==> src/rtl/pio_pkg.sv <==
package pio_pkg;
  localparam int DATA_W = 32;
  localparam int ADDR_W = 8;

  typedef logic [DATA_W-1:0] word_t;
  typedef logic [ADDR_W-1:0] addr_t;

  // register byte offsets
  localparam addr_t OFS_OUT   = 8'h00;
  localparam addr_t OFS_IN    = 8'h04;
  localparam addr_t OFS_DIR   = 8'h08;
  localparam addr_t OFS_SET   = 8'h10;
  localparam addr_t OFS_CLR   = 8'h14;
  localparam addr_t OFS_PLEN  = 8'h18;
  localparam addr_t OFS_PLTY  = 8'h1C;
  localparam addr_t OFS_IEN   = 8'h20;
  localparam addr_t OFS_IPEND = 8'h24;
  localparam addr_t OFS_IMSK  = 8'h2C;
  localparam addr_t OFS_IACK  = 8'h30;
  localparam addr_t OFS_ISEL  = 8'h34;
  localparam addr_t OFS_IANY  = 8'h38;
  localparam addr_t OFS_IPOL  = 8'h3C;
endpackage

==> src/rtl/pio_rst_sync.sv <==
module pio_rst_sync #(
  parameter int STAGES = 2
) (
  input  logic clk,
  input  logic rst_n,
  output logic rst_sync_n
);
  logic [STAGES-1:0] chain_q;

  always_ff @(posedge clk or negedge rst_n) begin
    if (!rst_n) chain_q <= '0;
    else        chain_q <= {chain_q[STAGES-2:0], 1'b1};
  end

  assign rst_sync_n = chain_q[STAGES-1];
endmodule

==> src/rtl/pio_sync.sv <==
module pio_sync #(
  parameter int N      = 32,
  parameter int STAGES = 2
) (
  input  logic         clk,
  input  logic         rst_n,
  input  logic [N-1:0] async_in,
  output logic [N-1:0] sync_out
);
  logic [N-1:0] stage_q [STAGES];

  generate
    for (genvar s = 0; s < STAGES; s++) begin : g_stage
      logic [N-1:0] stage_d;
      if (s == 0) begin : g_first
        assign stage_d = async_in;
      end else begin : g_next
        assign stage_d = stage_q[s-1];
      end
      always_ff @(posedge clk or negedge rst_n) begin
        if (!rst_n) stage_q[s] <= '0;
        else        stage_q[s] <= stage_d;
      end
    end
  endgenerate

  assign sync_out = stage_q[STAGES-1];
endmodule

==> src/rtl/pio_detect.sv <==
module pio_detect #(
  parameter int N = 32
) (
  input  logic         clk,
  input  logic         rst_n,
  input  logic [N-1:0] pin_s,
  input  logic [N-1:0] lvl_sel,
  input  logic [N-1:0] pol,
  input  logic [N-1:0] any_edge,
  output logic [N-1:0] hit
);
  logic [N-1:0] prev_q;

  always_ff @(posedge clk or negedge rst_n) begin
    if (!rst_n) prev_q <= '0;
    else        prev_q <= pin_s;
  end

  generate
    for (genvar i = 0; i < N; i++) begin : g_pin
      logic rise, fall, edge_hit, level_hit;
      always_comb begin
        rise      = pin_s[i] & ~prev_q[i];
        fall      = ~pin_s[i] & prev_q[i];
        level_hit = pin_s[i] ^ pol[i];
        if (any_edge[i]) edge_hit = rise | fall;
        else if (pol[i]) edge_hit = fall;
        else             edge_hit = rise;
        hit[i] = lvl_sel[i] ? level_hit : edge_hit;
      end
    end
  endgenerate
endmodule

==> src/rtl/pio_regs.sv <==
module pio_regs
  import pio_pkg::*;
#(
  parameter int N = 32
) (
  input  logic         clk,
  input  logic         rst_n,
  input  logic         psel,
  input  logic         penable,
  input  logic         pwrite,
  input  addr_t        paddr,
  input  word_t        pwdata,
  output word_t        prdata,
  input  logic [N-1:0] pin_s,
  input  logic [N-1:0] hit,
  output logic [N-1:0] out_q,
  output logic [N-1:0] dir_q,
  output logic [N-1:0] lvl_sel_q,
  output logic [N-1:0] pol_q,
  output logic [N-1:0] any_q,
  output logic         irq
);
  logic [N-1:0] plen_q, plty_q, ien_q, imsk_q, pend_q;
  logic [N-1:0] out_n, pend_n;
  logic [N-1:0] wdata;
  logic         wr;
  logic w_out, w_dir, w_set, w_clr, w_plen, w_plty;
  logic w_ien, w_imsk, w_iack, w_isel, w_iany, w_ipol;

  assign wr    = psel & penable & pwrite;
  assign wdata = pwdata[N-1:0];

  always_comb begin
    w_out  = wr && (paddr == OFS_OUT);
    w_dir  = wr && (paddr == OFS_DIR);
    w_set  = wr && (paddr == OFS_SET);
    w_clr  = wr && (paddr == OFS_CLR);
    w_plen = wr && (paddr == OFS_PLEN);
    w_plty = wr && (paddr == OFS_PLTY);
    w_ien  = wr && (paddr == OFS_IEN);
    w_imsk = wr && (paddr == OFS_IMSK);
    w_iack = wr && (paddr == OFS_IACK);
    w_isel = wr && (paddr == OFS_ISEL);
    w_iany = wr && (paddr == OFS_IANY);
    w_ipol = wr && (paddr == OFS_IPOL);
  end

  // next-state: output word and pending bits
  always_comb begin
    out_n = out_q;
    if (w_out) out_n = wdata;
    if (w_set) out_n = out_q | wdata;
    if (w_clr) out_n = out_q & ~wdata;
    pend_n = (pend_q | (hit & ien_q)) & ~(w_iack ? wdata : '0);
  end

  always_ff @(posedge clk or negedge rst_n) begin
    if (!rst_n) begin
      out_q     <= '0;
      dir_q     <= '0;
      plen_q    <= '0;
      plty_q    <= '0;
      ien_q     <= '0;
      imsk_q    <= '0;
      lvl_sel_q <= '0;
      any_q     <= '0;
      pol_q     <= '0;
      pend_q    <= '0;
    end else begin
      if (w_out | w_set | w_clr) out_q <= out_n;
      if (w_dir)  dir_q     <= wdata;
      if (w_plen) plen_q    <= wdata;
      if (w_plty) plty_q    <= wdata;
      if (w_ien)  ien_q     <= wdata;
      if (w_imsk) imsk_q    <= wdata;
      if (w_isel) lvl_sel_q <= wdata;
      if (w_iany) any_q     <= wdata;
      if (w_ipol) pol_q     <= wdata;
      pend_q <= pend_n;
    end
  end

  always_comb begin
    prdata = '0;
    case (paddr)
      OFS_OUT:   prdata = word_t'(out_q);
      OFS_IN:    prdata = word_t'(pin_s);
      OFS_DIR:   prdata = word_t'(dir_q);
      OFS_PLEN:  prdata = word_t'(plen_q);
      OFS_PLTY:  prdata = word_t'(plty_q);
      OFS_IEN:   prdata = word_t'(ien_q);
      OFS_IPEND: prdata = word_t'(pend_q);
      OFS_IMSK:  prdata = word_t'(imsk_q);
      OFS_ISEL:  prdata = word_t'(lvl_sel_q);
      OFS_IANY:  prdata = word_t'(any_q);
      OFS_IPOL:  prdata = word_t'(pol_q);
      default:   prdata = '0;
    endcase
  end

  always_comb irq = |(pend_q & ien_q & ~imsk_q);


  set_port_chk: assert property (@(posedge clk) disable iff (!rst_n)
    $past(w_set) |-> ((out_q & $past(wdata)) == $past(wdata)));


  clr_port_chk: assert property (@(posedge clk) disable iff (!rst_n)
    $past(w_clr) |-> ((out_q & $past(wdata)) == '0));


  pend_ack_chk: assert property (@(posedge clk) disable iff (!rst_n)
    $past(w_iack) |-> ((pend_q & $past(wdata)) == '0));


  pend_gate_chk: assert property (@(posedge clk) disable iff (!rst_n)
    ((pend_q & ~$past(pend_q) & ~$past(ien_q)) == '0));


  irq_quiet_chk: assert property (@(posedge clk) disable iff (!rst_n)
    (ien_q == '0) |-> !irq);
endmodule

==> src/rtl/pio_bank.sv <==
module pio_bank
  import pio_pkg::*;
#(
  parameter int N           = 32,
  parameter int SYNC_STAGES = 2,
  parameter int RST_STAGES  = 2
) (
  input  logic              clk,
  input  logic              rst_n,
  input  logic              psel,
  input  logic              penable,
  input  logic              pwrite,
  input  logic [ADDR_W-1:0] paddr,
  input  logic [DATA_W-1:0] pwdata,
  output logic [DATA_W-1:0] prdata,
  input  logic [N-1:0]      pin_in,
  output logic [N-1:0]      pin_out,
  output logic [N-1:0]      pin_oe,
  output logic              irq
);
  logic         rst_i_n;
  logic [N-1:0] pin_s, hit, lvl_sel, pol, any_edge;

  pio_rst_sync #(.STAGES(RST_STAGES)) u_rst (
    .clk(clk), .rst_n(rst_n), .rst_sync_n(rst_i_n)
  );

  pio_sync #(.N(N), .STAGES(SYNC_STAGES)) u_sync (
    .clk(clk), .rst_n(rst_i_n), .async_in(pin_in), .sync_out(pin_s)
  );

  pio_detect #(.N(N)) u_det (
    .clk(clk), .rst_n(rst_i_n), .pin_s(pin_s), .lvl_sel(lvl_sel),
    .pol(pol), .any_edge(any_edge), .hit(hit)
  );

  pio_regs #(.N(N)) u_regs (
    .clk(clk), .rst_n(rst_i_n), .psel(psel), .penable(penable),
    .pwrite(pwrite), .paddr(paddr), .pwdata(pwdata), .prdata(prdata),
    .pin_s(pin_s), .hit(hit), .out_q(pin_out), .dir_q(pin_oe),
    .lvl_sel_q(lvl_sel), .pol_q(pol), .any_q(any_edge), .irq(irq)
  );
endmodule

==> config.mk <==
export PLATFORM = sky130hd
export DESIGN_NAME = pio_bank
export DESIGN_NICKNAME = d
export VERILOG_FILES = /design/src/rtl/pio_pkg.sv /design/src/rtl/pio_rst_sync.sv /design/src/rtl/pio_sync.sv /design/src/rtl/pio_detect.sv /design/src/rtl/pio_regs.sv /design/src/rtl/pio_bank.sv
export SDC_FILE = /design/constraint.sdc
export NUM_CORES = 1
export LEC_CHECK = 0
export ABC_AREA = 1
export BUFFER_PORTS_ARGS = -buffer_cell sky130_fd_sc_hd__buf_4
export CORE_MARGIN = 3
export CORE_UTILIZATION = 55
export DETAILED_ROUTE_END_ITERATION = 16
export PLACE_DENSITY = 0.72
export SYNTH_ARGS = -nofsm -noshare
export SYNTH_HDL_FRONTEND = slang
export SYNTH_HIERARCHICAL = 1
export SYNTH_SLANG_ARGS = --single-unit
==> constraint.sdc <==
create_clock -name clk -period 37.2 [get_ports clk]
set_input_delay 1.86 -clock clk [delete_from_list [all_inputs] [get_ports clk]]
set_output_delay 1.86 -clock clk [all_outputs]
set_load 0.1 [all_outputs]
# --- After elaboration in Yosys (flattened, before gate mapping) ---
# Index checks and enable logic that the tools add are counted.
word_totals:
  register_bits: 418
  latchBits: 0
  ram_bits: 0
  rom_bits: 0
  out_inout_bits: 97
  mem_count: 0
classes:
  add_sub_neg: 0
  multipliers: 0
  div_mod_pow: 0
  magnitude_cmp: 0
  eq_ne: 13
  shifts: 0
  mux: 101
  n_bitwise: 206
  n_reduce_logical: 16
ops:
  columns: ["operator", "n"]
  rows:
  - ["$pmux 32 s11", 1]
  - ["$and 32x32->32", 5]
  - ["$mux 32", 4]
  - ["$mux 1", 96]
  - ["$not 32->32", 3]
  - ["$and 1x1->1", 66]
  - ["$not 1->1", 64]
  - ["$or 32x32->32", 2]
  - ["$eq 8x6->1 const B", 7]
  - ["$or 1x1->1", 34]
  - ["$eq 8x5->1 const B", 4]
  - ["$reduce_or 32->1", 1]
  - ["$xor 1x1->1", 32]
  - ["$logic_and 1x1->1", 12]
  - ["$eq 8x3->1 const B", 1]
  - ["$eq 8x4->1 const B", 1]
  - ["$logic_not 8->1", 1]
  - ["$reduce_bool 3->1", 1]
  - ["$reduce_and 2->1", 1]

# --- Longest topological paths before layout ---
depth:
  word_depth: 8
  depth_mapped: 10
  ltp_nobuf: 9

# --- Cells and area by module ---
# The synthesis kept the hierarchy.
modules_own_cells:
  columns: ["module", "instances", "cells_each", "area_each_um2", "seq_area_each_um2"]
  rows:
  - ["pio_regs", 1, 2003, 15174.6, 8007.7]
  - ["pio_detect", 1, 512, 3523.4, 800.8]
  - ["pio_sync", 1, 64, 1601.5, 1601.5]
  - ["pio_rst_sync", 1, 3, 53.8, 50.0]

# --- Least setup slack after synthesis ---
# No wires, ideal clock.
synth_path:
  path_kind: "input -> output"
  from: "in paddr[7]"
  to: "out prdata[10]"
  t_arrival_ps: 3527
  required_time_ps: 35340
  slack_ps: 31813
  path_stages: 8
  path_cell_list: "nor2_2 -> nand3_1 -> nor2_1 -> buf_2 -> nand2_1 -> nand2_1 -> nor2_1 -> nand3_1"
synth_between:
  elab_chain_len: 2
  word_cells_on_any_way: 12
synth_lines:
  columns: ["element", "line_no", "source"]
  rows:
  - ["start, declared", "pio_bank.sv:13", "input logic [ADDR_W-1:0] paddr,"]
  - ["$eq 8x6->1 (tied with other cells)", "pio_regs.sv:85", "case (paddr)"]
  - ["$pmux 32 s11 *", "pio_regs.sv:85", null]
  - ["end, declared", "pio_bank.sv:15", "output logic [DATA_W-1:0] prdata,"]
# Mark *: on every way between the ends. The rest lies on a longest branch, timed or not.

# --- Worst setup path in the final report ---
layout_path:
  from: "in paddr[7]"
  to: "out prdata[29]"
# The elaborated chain is that of the path after synthesis.

==> summary by stage <==
Outcome
The run finished with clean final reports.

Clocking
In this run the deepest clock path goes through 3 buffers. The number of clock buffers inserted by TritonCTS is 45. After clock tree synthesis, the flow added hold-fix buffers numbering 0. The clock-pin slew of the registers on the worst-case setup and hold paths is 60 ps. The tree built by TritonCTS fans out to 418 sinks. The later pin in the worst-skew pair is clocked with a latency of 560 ps. The deepest level of the CTS H-tree is 2. The count of buffers added by post-CTS timing repair for setup is 0.

The clock root buffer is clkbuf_16. In this run, post-CTS repair resized a total of 0 instances. TritonCTS built the clock tree.

Critical path
The worst setup path is of the input pin to output pin kind. The worst-path cell with the longest stage delay is nor2_4. The highest cell delay on the worst timing path is 1010 ps.

The worst setup path is captured at an output pin. Walking the worst path, the cells encountered are buf_4, nor2_2, nand3_1, nor2_4, nand2_1, nand2_1, nor2_1, nand3_1, buf_4. The type of origin of the critical path is an input pin. The number of cells on the worst reg-to-reg path is 2. The count of cell instances traversed by the critical path is 9. The number of buffer and inverter instances along the worst setup path is 2. Among cell families on the critical path, the largest total delay comes from simple AND/OR/NAND/NOR gates. The worst endpoint required time is 35340 ps. The arrival time reported for the critical path endpoint is 4310 ps.

Along the worst path, the maximum fanout reaches 32.

Global routing
The number of global-route vias before repair is 16918. The initial antenna violation count was 0. The largest net degree at the start of global routing is 82.

For this run the aggregate overflow at the end of global routing stands at 0. The first global-routing pass estimated 88600 um of wire. Global routing used 28.3% of the available tracks across all layers.

Floorplan
In this run the core area contains 69 standard-cell rows. The die covers 39400 sq um. Measured along the y axis, the die boundary spans 198 um.

174 I/O pins were placed. From left edge to right edge, the die measures 198 um. After floorplanning, the core was sized to cover 36000 sq um.

The starting density of the core is 56.5%.

Yosys
The largest total area in the synthesized netlist belongs to dfrtp_1. The fraction of the yosys area taken by sequential cells is 51.4%. The area of the mapped netlist is 20400 sq um. In this run, synthesis produced a sequential element count of 418. The count of flip-flops with a built-in enable after synthesis is 0. The most frequently used flop master after synthesis is dfrtp_1. The share of Yosys cell area claimed by the top area cell type is 51.4%. By count the netlist is led by nand2_1 (1037), dfrtp_1 (418), o21ai_0 (196). By instance count, the leading cell after synthesis is nand2_1. By area the synthesized netlist is led by dfrtp_1 (51%), nand2_1 (19%), o21ai_0 (4.8%), ha_1 (3.9%), inv_1 (3.6%).

Counting flops with an async set or reset pin after synthesis yields a share of 100%. The number of different library cells used by synthesis comes to 25. After synthesis, the mean cell area works out to 7.88 sq um. The gate count of the mapped netlist is 2582.

For this run, the number of Yosys warnings is 6. The post-synth net total is 2723.

STA
The post-route clock skew is 10.8 ps. The upper clock frequency limit is 0.162 GHz. The worst path meets setup with 31030 ps of slack. Setup repair after global routing left no endpoint under its margin. For the pin with the worst max-slew slack, the measured transition is 1250 ps.

The worst hold margin is 348 ps. The count of final max-slew check failures came to 0. Dividing the final minimum period by the clock period gives 16.6%. The number of setup violations in the final report is 0.

The total negative slack is 0 ps. The number of endpoints with negative hold slack in the final report was 0. The minimum clock period is 6170 ps. The relative max-transition margin is 16.5%.

Placement
Once detailed placement completed, the half-perimeter wirelength came to 34200 um. The pre-CTS setup slack is 31150 ps. The global placer's final weighted congestion is 0.848. The number of buffer cells added on primary ports is 173.

Detailed routing
The final layout contains routed wiring with a total length of 55600 um. The routed via count is 17613. The routed wire length per instance is 17.3 um. The number of optimization iterations in the first detailed-route pass is 6.

The detail route stage leaves a number of antenna-violating nets equal to 0. The violation count after the first detailed-route iteration is 1484. After detailed routing, the number of remaining DRC violations is 0. The average via count per standard cell is 5.48.

Cells and area
For this run, the share of the core covered by cells in the final layout is 65.0%. The number of antenna diodes in the final layout is 0. From synthesis to final layout, the design area changed by 15.0%. The fraction of layout cells with a size suffix above 1 is 14.2%. The layout net count is 2861.

Power
The portion of total power attributed to the clock network is 44.8%. Per report_power, the sequential group accounts for 48.1% of the total. The leakage dissipation is 12.1 nW. Net switching is 24.4% of the power. The worst voltage drop across the vdd grid is 27.5 uV. The share of total power in combinational logic is 7.0%. The internal portion of total power is 750 uW.

In this run the power density over the cells is 42.4 nW/um^2. In this run the power spent charging and discharging nets is 243 uW.

Min path
Counting instances, the worst hold path has a depth of 0. The type of the tightest min-delay check is flip-flop to flip-flop.

Run
Max-cap violations in this run came to 0.
stage by stage:
step / cell area [sq um] / power (mW) / cells
after CTS: 23400 / 1.00 / 3215
after floorplan: 20400 / 0.531 / 2582
after detailed placement: 21900 / 0.556 / 3134
after global routing: 23400 / 1.03 / 3215
after global placement: 21900 / 0.553 / 3134
final: 23400 / 0.993 / 3215
worst register-to-register path, stage by stage (launching register included):
cell,delay (ps)
dfrtp_4,910
buf_4,950
buf_4,780
layout by cell type, fill, tap and decap left out:
master	n
dfrtp_1	417
buf_4	191
nand2_2	40
nand2_1	1036
nor2_2	1
inv_2	36
o21ai_0	196
nor3b_1	1
clkbuf_1	9
inv_1	195
clkbuf_16	45
dfrtp_4	1
nor2_1	140
o21ai_1	60
ha_1	64
a21oi_1	64
nand3_1	132
conb_1	1
or2_2	1
clkinv_2	13
clkbuf_8	11
nand4_1	1
o22ai_1	16
nand3_4	2
nand3_2	34
bufinv_16	3
o21bai_1	32
nor2_4	12
power groups by stage:
stage	logic (mW)	registers [mW]	clock network [mW]
3_3_place_gp	0.0682	0.485	0
4_1_cts	0.0706	0.478	0.453
5_1_grt	0.0772	0.479	0.472
3_5_place_dp	0.0703	0.486	0
2_1_floorplan	0.0278	0.503	0
6_report	0.0700	0.478	0.445
logic make-up (layout without fill, tap and decap cells):
family	Yosys count	count (layout)	share of synthesized area, %
and+or+nand+nor	1400	1400	28.7
DFF	418	418	51.4
AOI/OAI and AO/OA	368	368	9.54
buffers and inverters	331	503	6.46
adders and majority gates	64	64	3.93
other	1	1	0.0184
state kept, by name, summed over array words and instances (netlist names):
signal                  count
u_regs/imsk_q              32
u_rst/chain_q               2
u_regs/pol_q               32
u_sync/sync_out            32
u_det/prev_q               32
u_regs/plty_q              32
u_regs/pend_q              32
u_sync/g_stage.stage_d     32
u_regs/any_q               32
u_regs/ien_q               32
u_regs/lvl_sel_q           32
u_regs/plen_q              32
u_regs/out_q               32
u_regs/dir_q               32
layout make-up:
type | instances | area [sq um]
multi-input combinational | 1833 | 8610
fill | 3077 | 12600
sequential | 418 | 10500
clock buffer | 65 | 1310
inverter | 231 | 867
timing repair buffer | 191 | 1430
clock inverter | 16 | 155
tap | 461 | 577
routing by layer:
metal / track usage [%] / part of all wire (%) / vias up / routed length, um
met1: 39.4 / 43 / 8414 / 23800
li1: - / - / 8393 / -
met5: 0 / 0 / - / 0
met2: 46.3 / 47 / 699 / 26100
met4: 8.99 / 2.5 / 0 / 1400
met3: 4.13 / 7.6 / 107 / 4200
final timing paths:
check	start	end	slack (ps)
max in group asynchronous	u_rst/chain_q[1]	u_regs/plen_q[19]	34580
min in group asynchronous	u_rst/chain_q[1]	u_sync/sync_out[1]	390
worst max-delay path	paddr[7]	prdata[29]	31030
worst min register to register	u_sync/g_stage[1].stage_d[20]	u_sync/sync_out[20]	350
worst max register to register	u_rst/chain_q[1]	u_regs/plen_q[19]	34580
worst min-delay path	u_sync/g_stage[1].stage_d[20]	u_sync/sync_out[20]	350
Note: power is estimated with default switching activity, not from simulation.
